### src/rtl/lim_alert_pkg.sv
package lim_alert_pkg;
  // number of priority-ordered limit functions in the top bits of the control word
  localparam int unsigned NFUNC    = 5;
  // function index inside the enable slice (highest index = highest priority)
  localparam int unsigned FN_SH_HI = 4;
  localparam int unsigned FN_SH_LO = 3;
  localparam int unsigned FN_BU_HI = 2;
  localparam int unsigned FN_BU_LO = 1;
  localparam int unsigned FN_PW_HI = 0;
  // control word bit positions
  localparam int unsigned B_RDY_EN = 10;
  localparam int unsigned B_HIT    = 4;
  localparam int unsigned B_RDY    = 3;
  localparam int unsigned B_OVF    = 2;
  localparam int unsigned B_POL    = 1;
  localparam int unsigned B_LATCH  = 0;
endpackage

### src/rtl/lim_func_eval.sv
module lim_func_eval
  import lim_alert_pkg::*;
#(
  parameter int unsigned DW = 16
) (
  input  logic [NFUNC-1:0] fn_en,
  input  logic [DW-1:0]    shunt_v,
  input  logic [DW-1:0]    bus_v,
  input  logic [DW-1:0]    pwr_v,
  input  logic [DW-1:0]    lim_v,
  output logic             fn_hit
);
  logic [NFUNC-1:0] cmp;
  logic [NFUNC-1:0] pick;

  always_comb begin
    cmp           = '0;
    cmp[FN_SH_HI] = $signed(shunt_v) > $signed(lim_v);
    cmp[FN_SH_LO] = $signed(shunt_v) < $signed(lim_v);
    cmp[FN_BU_HI] = bus_v > lim_v;
    cmp[FN_BU_LO] = bus_v < lim_v;
    cmp[FN_PW_HI] = pwr_v > lim_v;
  end

  // highest enabled function wins
  always_comb begin
    logic higher;
    higher = 1'b0;
    pick   = '0;
    for (int i = int'(NFUNC) - 1; i >= 0; i--) begin
      pick[i] = fn_en[i] & ~higher;
      higher  = higher | fn_en[i];
    end
  end

  assign fn_hit = |(pick & cmp);
endmodule

### src/rtl/lim_flag_unit.sv
module lim_flag_unit (
  input  logic clk,
  input  logic rst,
  input  logic conv_done,
  input  logic fn_hit,
  input  logic latch_en,
  input  logic ctl_rd,
  input  logic cfg_clr,
  input  logic ovf_in,
  output logic hit_d,
  output logic rdy_d,
  output logic hit_q,
  output logic rdy_q,
  output logic ovf_q
);
  logic ovf_d;

  always_comb begin
    if (latch_en) begin
      if (conv_done && fn_hit) hit_d = 1'b1;
      else if (ctl_rd)         hit_d = 1'b0;
      else                     hit_d = hit_q;
    end else begin
      hit_d = conv_done ? fn_hit : hit_q;
    end
    if (conv_done)              rdy_d = 1'b1;
    else if (ctl_rd || cfg_clr) rdy_d = 1'b0;
    else                        rdy_d = rdy_q;
    if (ovf_in)      ovf_d = 1'b1;
    else if (ctl_rd) ovf_d = 1'b0;
    else             ovf_d = ovf_q;
  end

  always_ff @(posedge clk) begin
    if (rst) begin
      hit_q <= 1'b0;
      rdy_q <= 1'b0;
      ovf_q <= 1'b0;
    end else begin
      hit_q <= hit_d;
      rdy_q <= rdy_d;
      ovf_q <= ovf_d;
    end
  end

  AST_RDY_SET: assert property (@(posedge clk) disable iff (rst)
    conv_done |=> rdy_q);
  AST_RDY_CLEAR: assert property (@(posedge clk) disable iff (rst)
    ((ctl_rd || cfg_clr) && !conv_done) |=> !rdy_q);
  AST_LATCH_HOLD: assert property (@(posedge clk) disable iff (rst)
    (latch_en && hit_q && !ctl_rd) |=> hit_q);
  AST_TRANSP_FOLLOW: assert property (@(posedge clk) disable iff (rst)
    (conv_done && !latch_en) |=> (hit_q == $past(fn_hit)));
  AST_OVF_SET: assert property (@(posedge clk) disable iff (rst)
    ovf_in |=> ovf_q);
endmodule

### src/rtl/lim_alert_drive.sv
module lim_alert_drive (
  input  logic clk,
  input  logic rst,
  input  logic active_d,
  input  logic pol_d,
  output logic alert_pd
);
  always_ff @(posedge clk) begin
    if (rst) alert_pd <= 1'b0;
    else     alert_pd <= active_d ^ pol_d;
  end

  AST_IDLE_LEVEL: assert property (@(posedge clk) disable iff (rst)
    !active_d |=> (alert_pd == $past(pol_d)));
endmodule

### src/rtl/lim_alert_ctrl.sv
module lim_alert_ctrl
  import lim_alert_pkg::*;
#(
  parameter int unsigned DW = 16
) (
  input  logic          clk,
  input  logic          rst,
  input  logic          reg_wr,
  input  logic          reg_rd,
  input  logic          reg_addr,
  input  logic [DW-1:0] reg_wdata,
  output logic [DW-1:0] reg_rdata,
  input  logic          conv_done,
  input  logic [DW-1:0] shunt_res,
  input  logic [DW-1:0] bus_res,
  input  logic [DW-1:0] power_res,
  input  logic          math_ovf,
  input  logic          cfg_wr,
  input  logic          cfg_pwrdn,
  output logic          alert_pd
);
  localparam logic [DW-1:0] FN_FIELD = {{NFUNC{1'b1}}, {(DW-NFUNC){1'b0}}};
  localparam logic [DW-1:0] WR_MASK  = FN_FIELD
                                     | (DW'(1) << B_RDY_EN)
                                     | (DW'(1) << B_POL)
                                     | (DW'(1) << B_LATCH);

  logic [DW-1:0]    ctl_q, ctl_d, lim_q, ctl_view;
  logic             ctl_rd, cfg_clr, fn_hit;
  logic             hit_d, rdy_d, hit_q, rdy_q, ovf_q;
  logic             active_d;
  logic [NFUNC-1:0] fn_en;

  assign ctl_rd  = reg_rd && (reg_addr == 1'b0);
  assign cfg_clr = cfg_wr && !cfg_pwrdn;
  assign ctl_d   = (reg_wr && reg_addr == 1'b0) ? (reg_wdata & WR_MASK) : ctl_q;
  assign fn_en   = ctl_q[DW-1 -: NFUNC];

  always_ff @(posedge clk) begin
    if (rst) begin
      ctl_q <= '0;
      lim_q <= '0;
    end else begin
      ctl_q <= ctl_d;
      if (reg_wr && reg_addr == 1'b1) lim_q <= reg_wdata;
    end
  end

  lim_func_eval #(.DW(DW)) u_eval (
    .fn_en  (fn_en),
    .shunt_v(shunt_res),
    .bus_v  (bus_res),
    .pwr_v  (power_res),
    .lim_v  (lim_q),
    .fn_hit (fn_hit)
  );

  lim_flag_unit u_flags (
    .clk      (clk),
    .rst      (rst),
    .conv_done(conv_done),
    .fn_hit   (fn_hit),
    .latch_en (ctl_q[B_LATCH]),
    .ctl_rd   (ctl_rd),
    .cfg_clr  (cfg_clr),
    .ovf_in   (math_ovf),
    .hit_d    (hit_d),
    .rdy_d    (rdy_d),
    .hit_q    (hit_q),
    .rdy_q    (rdy_q),
    .ovf_q    (ovf_q)
  );

  // control word as seen by software: stored fields plus live flags
  always_comb begin
    ctl_view          = ctl_q;
    ctl_view[B_HIT]   = hit_q;
    ctl_view[B_RDY]   = rdy_q;
    ctl_view[B_OVF]   = ovf_q;
  end

  always_ff @(posedge clk) begin
    if (rst)         reg_rdata <= '0;
    else if (reg_rd) reg_rdata <= reg_addr ? lim_q : ctl_view;
  end

  assign active_d = hit_d || (ctl_d[B_RDY_EN] && rdy_d);

  lim_alert_drive u_drive (
    .clk     (clk),
    .rst     (rst),
    .active_d(active_d),
    .pol_d   (ctl_d[B_POL]),
    .alert_pd(alert_pd)
  );

  AST_PIN_LEVEL: assert property (@(posedge clk) disable iff (rst)
    alert_pd == ((hit_q || (ctl_q[B_RDY_EN] && rdy_q)) ^ ctl_q[B_POL]));
  AST_RD_PRECLEAR: assert property (@(posedge clk) disable iff (rst)
    ctl_rd |=> (reg_rdata[B_HIT] == $past(hit_q)));
  AST_FLAG_BITS_RO: assert property (@(posedge clk) disable iff (rst)
    (reg_wr && !reg_addr) |=> (ctl_q[9:5] == 5'd0));
  AST_RESET_STATE: assert property (@(posedge clk)
    $past(rst) |-> (reg_rdata == '0 && !alert_pd));
endmodule

### config.mk
export PLATFORM = sky130hd
export DESIGN_NAME = lim_alert_ctrl
export DESIGN_NICKNAME = d
export VERILOG_FILES = /design/src/rtl/lim_alert_pkg.sv /design/src/rtl/lim_func_eval.sv /design/src/rtl/lim_flag_unit.sv /design/src/rtl/lim_alert_drive.sv /design/src/rtl/lim_alert_ctrl.sv
export SDC_FILE = /design/constraint.sdc
export NUM_CORES = 1
export LEC_CHECK = 0
export BUFFER_PORTS_ARGS = -buffer_cell sky130_fd_sc_hd__buf_2
export CORE_UTILIZATION = 50
export CTS_CLUSTER_DIAMETER = 30
export DETAILED_ROUTE_END_ITERATION = 8
export GPL_TIMING_DRIVEN = 0
export PLACE_DENSITY = 0.75
export SETUP_SLACK_MARGIN = 0.05
export SYNTH_ARGS = -nofsm -noshare
export SYNTH_HDL_FRONTEND = slang
export SYNTH_HIERARCHICAL = 1
export SYNTH_SLANG_ARGS = --single-unit
### constraint.sdc
create_clock -name clk -period 3.55 [get_ports clk]
set_input_delay 0.1775 -clock clk [delete_from_list [all_inputs] [get_ports clk]]
set_output_delay 0.1775 -clock clk [all_outputs]
set_load 0.02 [all_outputs]
==> impl_results.md, run 1 <==
* Outcome: completed
* Slew @ Worst Pin at 0.5205 ns
* Cell Pwr Density at 321.4 mW/mm²
* Core Box Area at 0.005608 mm²
* Yosys warning count at 6
* #FFs+latches synth at 44
* Total die area at 0.006212 mm²
* Mapped Nets at 472
* Root Driver: clkbuf_8
* Register area share after synthesis at 0.2986
* Hold buffers post-CTS at 0
* FMAX at 337.4 MHz
* DR iter-0 viols at 124
* Max-slew headroom at 0.6530
* Fin. Hold Viols at 0
* Port bufs at 89
* Max cap viols at 0
* Cells after DPL at 512
* Startpoint types: flop
* Final setup TNS at 0 ns
* CP arrival at 3.15 ns
* CTS tree: done
* Initial antenna violation count at 0
* Post-DP HPWL at 6231 µm
* Fill cells at 519
* DRC viols at 0
* Clock Sinks at 44
* Post CTS Setup Buffer Count at 0
* Vias in the first global route at 2611
* Initial Util at 0.5261
* Final Max Tran Viols at 0
* Final WL at 7516 µm
* First-pass GRT wire length at 11950 µm
* Io pins at 90
* Asr flop ratio synth at 0
* Hold Crit Class: input port to flop
* WP data required at 3.74 ns
* Netlist Area Pre-Place at 0.002950 mm²
* Final setup vio count at 0
* Deepest clock path buffer count at 2
* Library cells used by synthesis at 47
* Rows at 27
* Worst VDD drop at 0.2335 mV
* Total global routing overflow at 0
* Skew final at 0.008740 ns
* Post-route ant nets at 0
* Die Height at 78.82 µm
* DIE WIDTH at 78.82 µm
* RSZ-0062 raised after global routing: no
* Net count, final at 568
* Crit. End Element: flop
* Tmin final at 2.964 ns
* Avg Cell Area, Syn at 8.405 µm²
* Non-filler cells in the finished layout at 520
* Via density at 5.390
* P_leak at 1.625 nW
* Syn Inst Count at 351
* Drt wl/cell at 14.45 µm
* 1st-pass router iterations at 4
* H-tree levels at 2
* Clock transition at the registers of the reported paths at 0.09 ns
* Num CTS Buffers at 5
* Post-synth EDFFs at 0
* CP max FO at 3
* Period utilisation layout at 0.8349
* Worst setup path class: flop to flop
* Main synth FF type: dfxtp_1
* Gr usage total at 0.2501
* Worst skew pair latency at 0.30 ns
* Cts repair resizes at 0
* Vias at 2803
* GPL Wtd Cong at 0.8629
* Layout Area Growth over Synthesis at 21.29%
* N_diodes at 0
* Layout cells sized above 1 at 0.2567
* Pin count of the biggest net entering global routing at 14
## critical path: stages (launching register included)
cell	delay, ns
dfxtp_1	0.36
inv_1	0.09
ha_1	0.30
nand4_1	0.18
nor4_1	0.43
a21boi_0	0.32
nor4_1	0.09
a211oi_1	0.18
o211ai_1	0.16
a22o_1	0.27
a311o_1	0.28
xnor2_1	0.14
nor2_1	0.05
## logic make-up after synthesis
group           synth area share
compound gates            0.1836
flops                     0.2986
simple gates              0.2002
xor+xnor                0.002969
buf+inv                  0.05683
fa+ha+maj                 0.2036
mux                      0.05428
## state kept, by name, indices dropped and copies added, names as in the netlist
signal,flops
u_flags/rdy_q,1
lim_q,16
reg_rdata,16
u_flags/ovf_q,1
u_flags/hit_q,1
ctl_q,8
u_drive/alert_pd,1
## per-stage QoR
step | util | power, mW | setup WS, ns | instance area (µm²) | hold WS (ns)
after floorplan | - | 0.7250 | 0.8897 | 2950 | 0.2466
after global placement | 0.6216 | 0.8209 | 0.5935 | 3486 | 0.4149
after detailed placement | 0.6216 | 0.8312 | 0.5967 | 3486 | 0.4262
after CTS | 0.6381 | 1.152 | 0.5824 | 3578 | 0.1028
after global routing | 0.6381 | 1.212 | 0.2851 | 3578 | 0.1053
final | 0.6381 | 1.150 | 0.5863 | 3578 | 0.1075
## path summary, 6_finish.rpt
path / from / end / cells past startpoint / slack [ns]
max: lim_q[14] / u_drive/alert_pd / 12 / 0.59
min: math_ovf / u_flags/ovf_q / 3 / 0.11
max reg2reg: lim_q[14] / u_drive/alert_pd / 12 / 0.59
min reg2reg: reg_rdata[7] / reg_rdata[7] / 2 / 0.47
## layout make-up
cell class,instances,area [µm²],share of cell area
Buffer,14,92.59,0.02587
Clock buffer,6,82.58,0.02308
Clock inverter,2,10.01,0.002797
Inverter,20,75.07,0.02098
Multi-Input combinational cell,273,1902,0.5315
Sequential cell,44,880.8,0.2462
Tap cell,72,90.09,0.02517
Timing Repair Buffer,89,445.4,0.1245
## cell usage after synthesis (2+ instances only)
| cell type | count | area [µm²] |
|---|---|---|
| buf_6 | 3 | 33.78 |
| a21oi_1 | 48 | 240.2 |
| nand3_1 | 6 | 30.03 |
| mux2i_1 | 13 | 130.1 |
| ha_1 | 48 | 600.6 |
| o21a_1 | 2 | 15.01 |
| o21ai_0 | 4 | 20.02 |
| a211oi_1 | 12 | 90.09 |
| mux2_4 | 2 | 30.03 |
| inv_1 | 20 | 75.07 |
| a21o_1 | 6 | 45.04 |
| nand2b_1 | 7 | 43.79 |
| nor3_1 | 3 | 15.01 |
| nor4_1 | 3 | 18.77 |
| o211ai_1 | 3 | 22.52 |
| clkbuf_1 | 7 | 26.28 |
| dfxtp_1 | 44 | 880.8 |
| nand2_1 | 61 | 229.0 |
| nand4_1 | 8 | 50.05 |
| nor2b_1 | 8 | 50.05 |
| nor2_1 | 15 | 56.30 |
| buf_2 | 2 | 10.01 |
| and4_1 | 2 | 17.52 |
## per-layer routing
| metal | vias up | global-route usage | part of all wire |
|---|---|---|---|
| met4 | 0 | 0.08364 | 0.017 |
| li1 | 1439 | - | - |
| met3 | 10 | 0.03908 | 0.059 |
| met2 | 82 | 0.4235 | 0.47 |
| met5 | - | 0 | 0 |
| met1 | 1272 | 0.3232 | 0.45 |
## power breakdown
group	switching [mW]	internal (mW)	total (mW)
logic	0.155	0.131	0.286
clock network	0.174	0.156	0.329
registers	0.0173	0.518	0.535
## placed cells by master, fill, tap and decap left out, drive strengths merged, types with 2 or more instances in the layout
cell type	n
mux2i	13
a21oi	48
o21ai	4
nor2	15
or2	2
clkbuf	13
dfxtp	44
nand2	61
and4	2
nor2b	9
o211ai	3
nor4	3
buf	96
clkinv	2
ha	48
a21o	6
nand3	6
inv	20
nand4	8
o31a	2
o21a	2
nand2b	8
nor3	3
a211oi	13
mux2	2
No activity file was read; power rests on OpenSTA's default activity.
==> run 2, diff against run 1 <==
--- a/config.mk
+++ b/config.mk
@@ -6,11 +6,11 @@
 export NUM_CORES = 1
 export LEC_CHECK = 0
 export BUFFER_PORTS_ARGS = -buffer_cell sky130_fd_sc_hd__buf_2
-export CORE_UTILIZATION = 50
+export CORE_UTILIZATION = 47
 export CTS_CLUSTER_DIAMETER = 30
 export DETAILED_ROUTE_END_ITERATION = 8
 export GPL_TIMING_DRIVEN = 0
-export PLACE_DENSITY = 0.75
+export PLACE_DENSITY = 0.74
 export SETUP_SLACK_MARGIN = 0.05
 export SYNTH_ARGS = -nofsm -noshare
 export SYNTH_HDL_FRONTEND = slang
==> constraint.sdc (replaced) <==
create_clock -name clk -period 2.72 [get_ports clk]
set_input_delay 0.136 -clock clk [delete_from_list [all_inputs] [get_ports clk]]
set_output_delay 0.136 -clock clk [all_outputs]
set_load 0.02 [all_outputs]
==> run 2 against run 1 <==
Effect of this change: the run now ends with negative setup slack left; sequential share of layout area down 0.80 points; worst hold slack lost 0.042 ns; non-clock buffer count grew 7; power is 33% higher; final area rose by 5.1%; maximum frequency up 8.3%; setup slack got worse by 0.60 ns; register-to-register slack lost 0.60 ns.
==> impl_results.md, run 2 (same netlist as run 1, synthesis figures left out) <==
* Tmin final at 2.736 ns (-0.2280 ns)
* Commonest non-fill, non-tap cells in the layout: 91 x buf_2, 60 x nand2_1, 47 x a21oi_1
* Rows at 28 (+3.7%)
* Final setup margin at -0.01569 ns (-0.6020 ns)
* Skew final at 0.007414 ns (-0.001326 ns)
* Finished Cell Area at 0.003762 mm² (+5.1%)
* Final setup vio count at 1 (+1)
* Hold buffers post-CTS at 0 (unchanged)
* Final Max Tran Viols at 0 (unchanged)
* Final core utilization at 0.6280 (-0.01008)
* Drt wl/cell at 14.78 µm (+2.3%)
* RSZ-0062 raised after global routing: yes
* Cell Pwr Density at 406.8 mW/mm² (+27%)
* Cells after DPL at 515 (+0.59%)
* Period utilisation layout at 1.006 (+0.1709)
* Crit. End Element: flop
* Final WL at 7834 µm (+4.2%)
* Post-DP HPWL at 6112 µm (-1.9%)
* Final setup TNS at -0.01569 ns (-0.01569 ns)
* 1st-pass router iterations at 4 (unchanged)
* Num CTS Buffers at 5 (unchanged)
* Post-route ant nets at 0 (unchanged)
* Worst VDD drop at 0.3525 mV (+51%)
* Slew @ Worst Pin at 0.5603 ns (+0.03978 ns)
* CP max FO at 3 (unchanged)
* Area occupied by multi-input gates at 0.002013 mm² (+5.9%)
* DIE WIDTH at 81.23 µm (+3.1%)
* WP data required at 2.92 ns (-0.82 ns)
* CP most frequent cell: nor2_1
* Worst path slowest cell: dfxtp_2
* Fill cells at 538 (+3.7%)
* Cell Area, Placed at 0.003490 mm² (+0.11%)
* Max incr delay on CP at 0.35 ns (-0.08 ns)
* Failing checks: negative setup slack
* Initial antenna violation count at 0 (unchanged)
* Vias in the first global route at 2781 (+6.5%)
* Register area at 895.9 µm² (+1.7%)
* Layout cells sized above 1 at 0.3275 (+0.07078)
* First-pass GRT wire length at 12730 µm (+6.5%)
* Die Height at 81.23 µm (+3.1%)
* Max-slew headroom at 0.6265 (-0.02652)
* DRC viols at 0 (unchanged)
* Layout Area Growth over Synthesis at 27.52%
* Worst setup path class: flop to flop
* Pin count of the biggest net entering global routing at 14 (unchanged)
* Critical-path cell list: inv_1, ha_1, nand4_1, nor2_1, a221o_1, o31a_1, a211oi_2, o211ai_1, a22o_1, a311o_1, xnor2_1, nor2_1
* Deepest clock path buffer count at 2 (unchanged)
* Place WS at -0.3043 ns (-0.9010 ns)
* Startpoint types: flop
* Non-filler cells in the finished layout at 530 (+1.9%)
* FMAX at 365.5 MHz (+8.3%)
* Via density at 5.434 (+0.81%)
* Max cap viols at 0 (unchanged)
* Io pins at 90 (unchanged)
* H-tree levels at 2 (unchanged)
* Fin. Hold Viols at 0 (unchanged)
* Port bufs at 89 (unchanged)
* Hold Crit Class: input port to flop
* Largest regs: lim_q x16, reg_rdata x16, ctl_q x8
* Gr usage total at 0.2570 (+0.006919)
* Total die area at 0.006598 mm² (+6.2%)
* Most common cell after layout, fill and taps aside: buf_2
* GPL Wtd Cong at 0.8510 (-1.4%)
* Clock transition at the registers of the reported paths at 0.08 ns (about the same)
* Clock Sinks at 44 (unchanged)
* Net count, final at 575 (+1.2%)
* Root Driver: clkbuf_8
* DR iter-0 viols at 133 (+7.3%)
* Initial Util at 0.4925 (-0.03362)
* CP arrival at 2.93 ns (-0.22 ns)
* Total global routing overflow at 0 (unchanged)
* CTS tree: done
* P_leak at 1.676 nW (+3.2%)
* Vias at 2880 (+2.7%)
* N_diodes at 0 (unchanged)
* Core Box Area at 0.005991 mm² (+6.8%)
* Outcome: finished with violations
* Worst skew pair latency at 0.30 ns (about the same)
[run 2: layout make-up]
cell class,instances,share of cell area
Buffer,14,0.02461
Clock buffer,7,0.02295
Clock inverter,1,0.001995
Inverter,20,0.01995
Multi-Input combinational cell,273,0.5351
Sequential cell,44,0.2381
Tap cell,75,0.02494
Timing Repair Buffer,96,0.1324
[run 2: critical path: cells and delay by family, from the launching register on]
kind / cells / cell delay, ns
adder cells (fa/ha/maj): 1 / 0.28
AO/OA/AOI/OAI: 6 / 1.45
flip-flops: 1 / 0.35
buffers and inverters: 1 / 0.08
XOR/XNOR: 1 / 0.15
AND/OR/NAND/NOR: 3 / 0.32
[run 2: metrics by stage]
step	hold slack (ns)	power [mW]
6_report	0.06571	1.531
3_3_place_gp	0.3780	1.071
4_1_cts	0.05742	1.530
5_1_grt	0.05661	1.628
2_1_floorplan	0.2051	0.9462
3_5_place_dp	0.3829	1.085
[run 2: report_power, final]
group / total (mW) / internal [mW] / switching, mW
Sequential: 0.700 / 0.678 / 0.0220
Clock: 0.425 / 0.206 / 0.219
Combinational: 0.406 / 0.189 / 0.217
Total: 1.53 / 1.07 / 0.458
[run 2: what timing repair did]
| action | in CTS | in global routing |
|---|---|---|
| endpoints found under the setup margin | 1 | 1 |
| pin swaps | 8 | 3 |
| resized for setup | 29 | 2 |
| buffers inserted | 7 | 0 |
[run 2: final timing paths]
kind / start / end / slack (ns) / depth (start not counted)
max: lim_q[8] / u_drive/alert_pd / -0.02 / 12
min: reg_wdata[6] / lim_q[6] / 0.07 / 3
max reg2reg: lim_q[8] / u_drive/alert_pd / -0.02 / 12
min reg2reg: reg_rdata[7] / reg_rdata[7] / 0.46 / 2
[run 2: routing by layer]
metal,vias up,part of all wire,track usage
met5,-,0,0
met4,0,0.0073,0.07500
met3,4,0.047,0.03933
met2,75,0.49,0.4336
met1,1344,0.46,0.3363
li1,1457,-,-
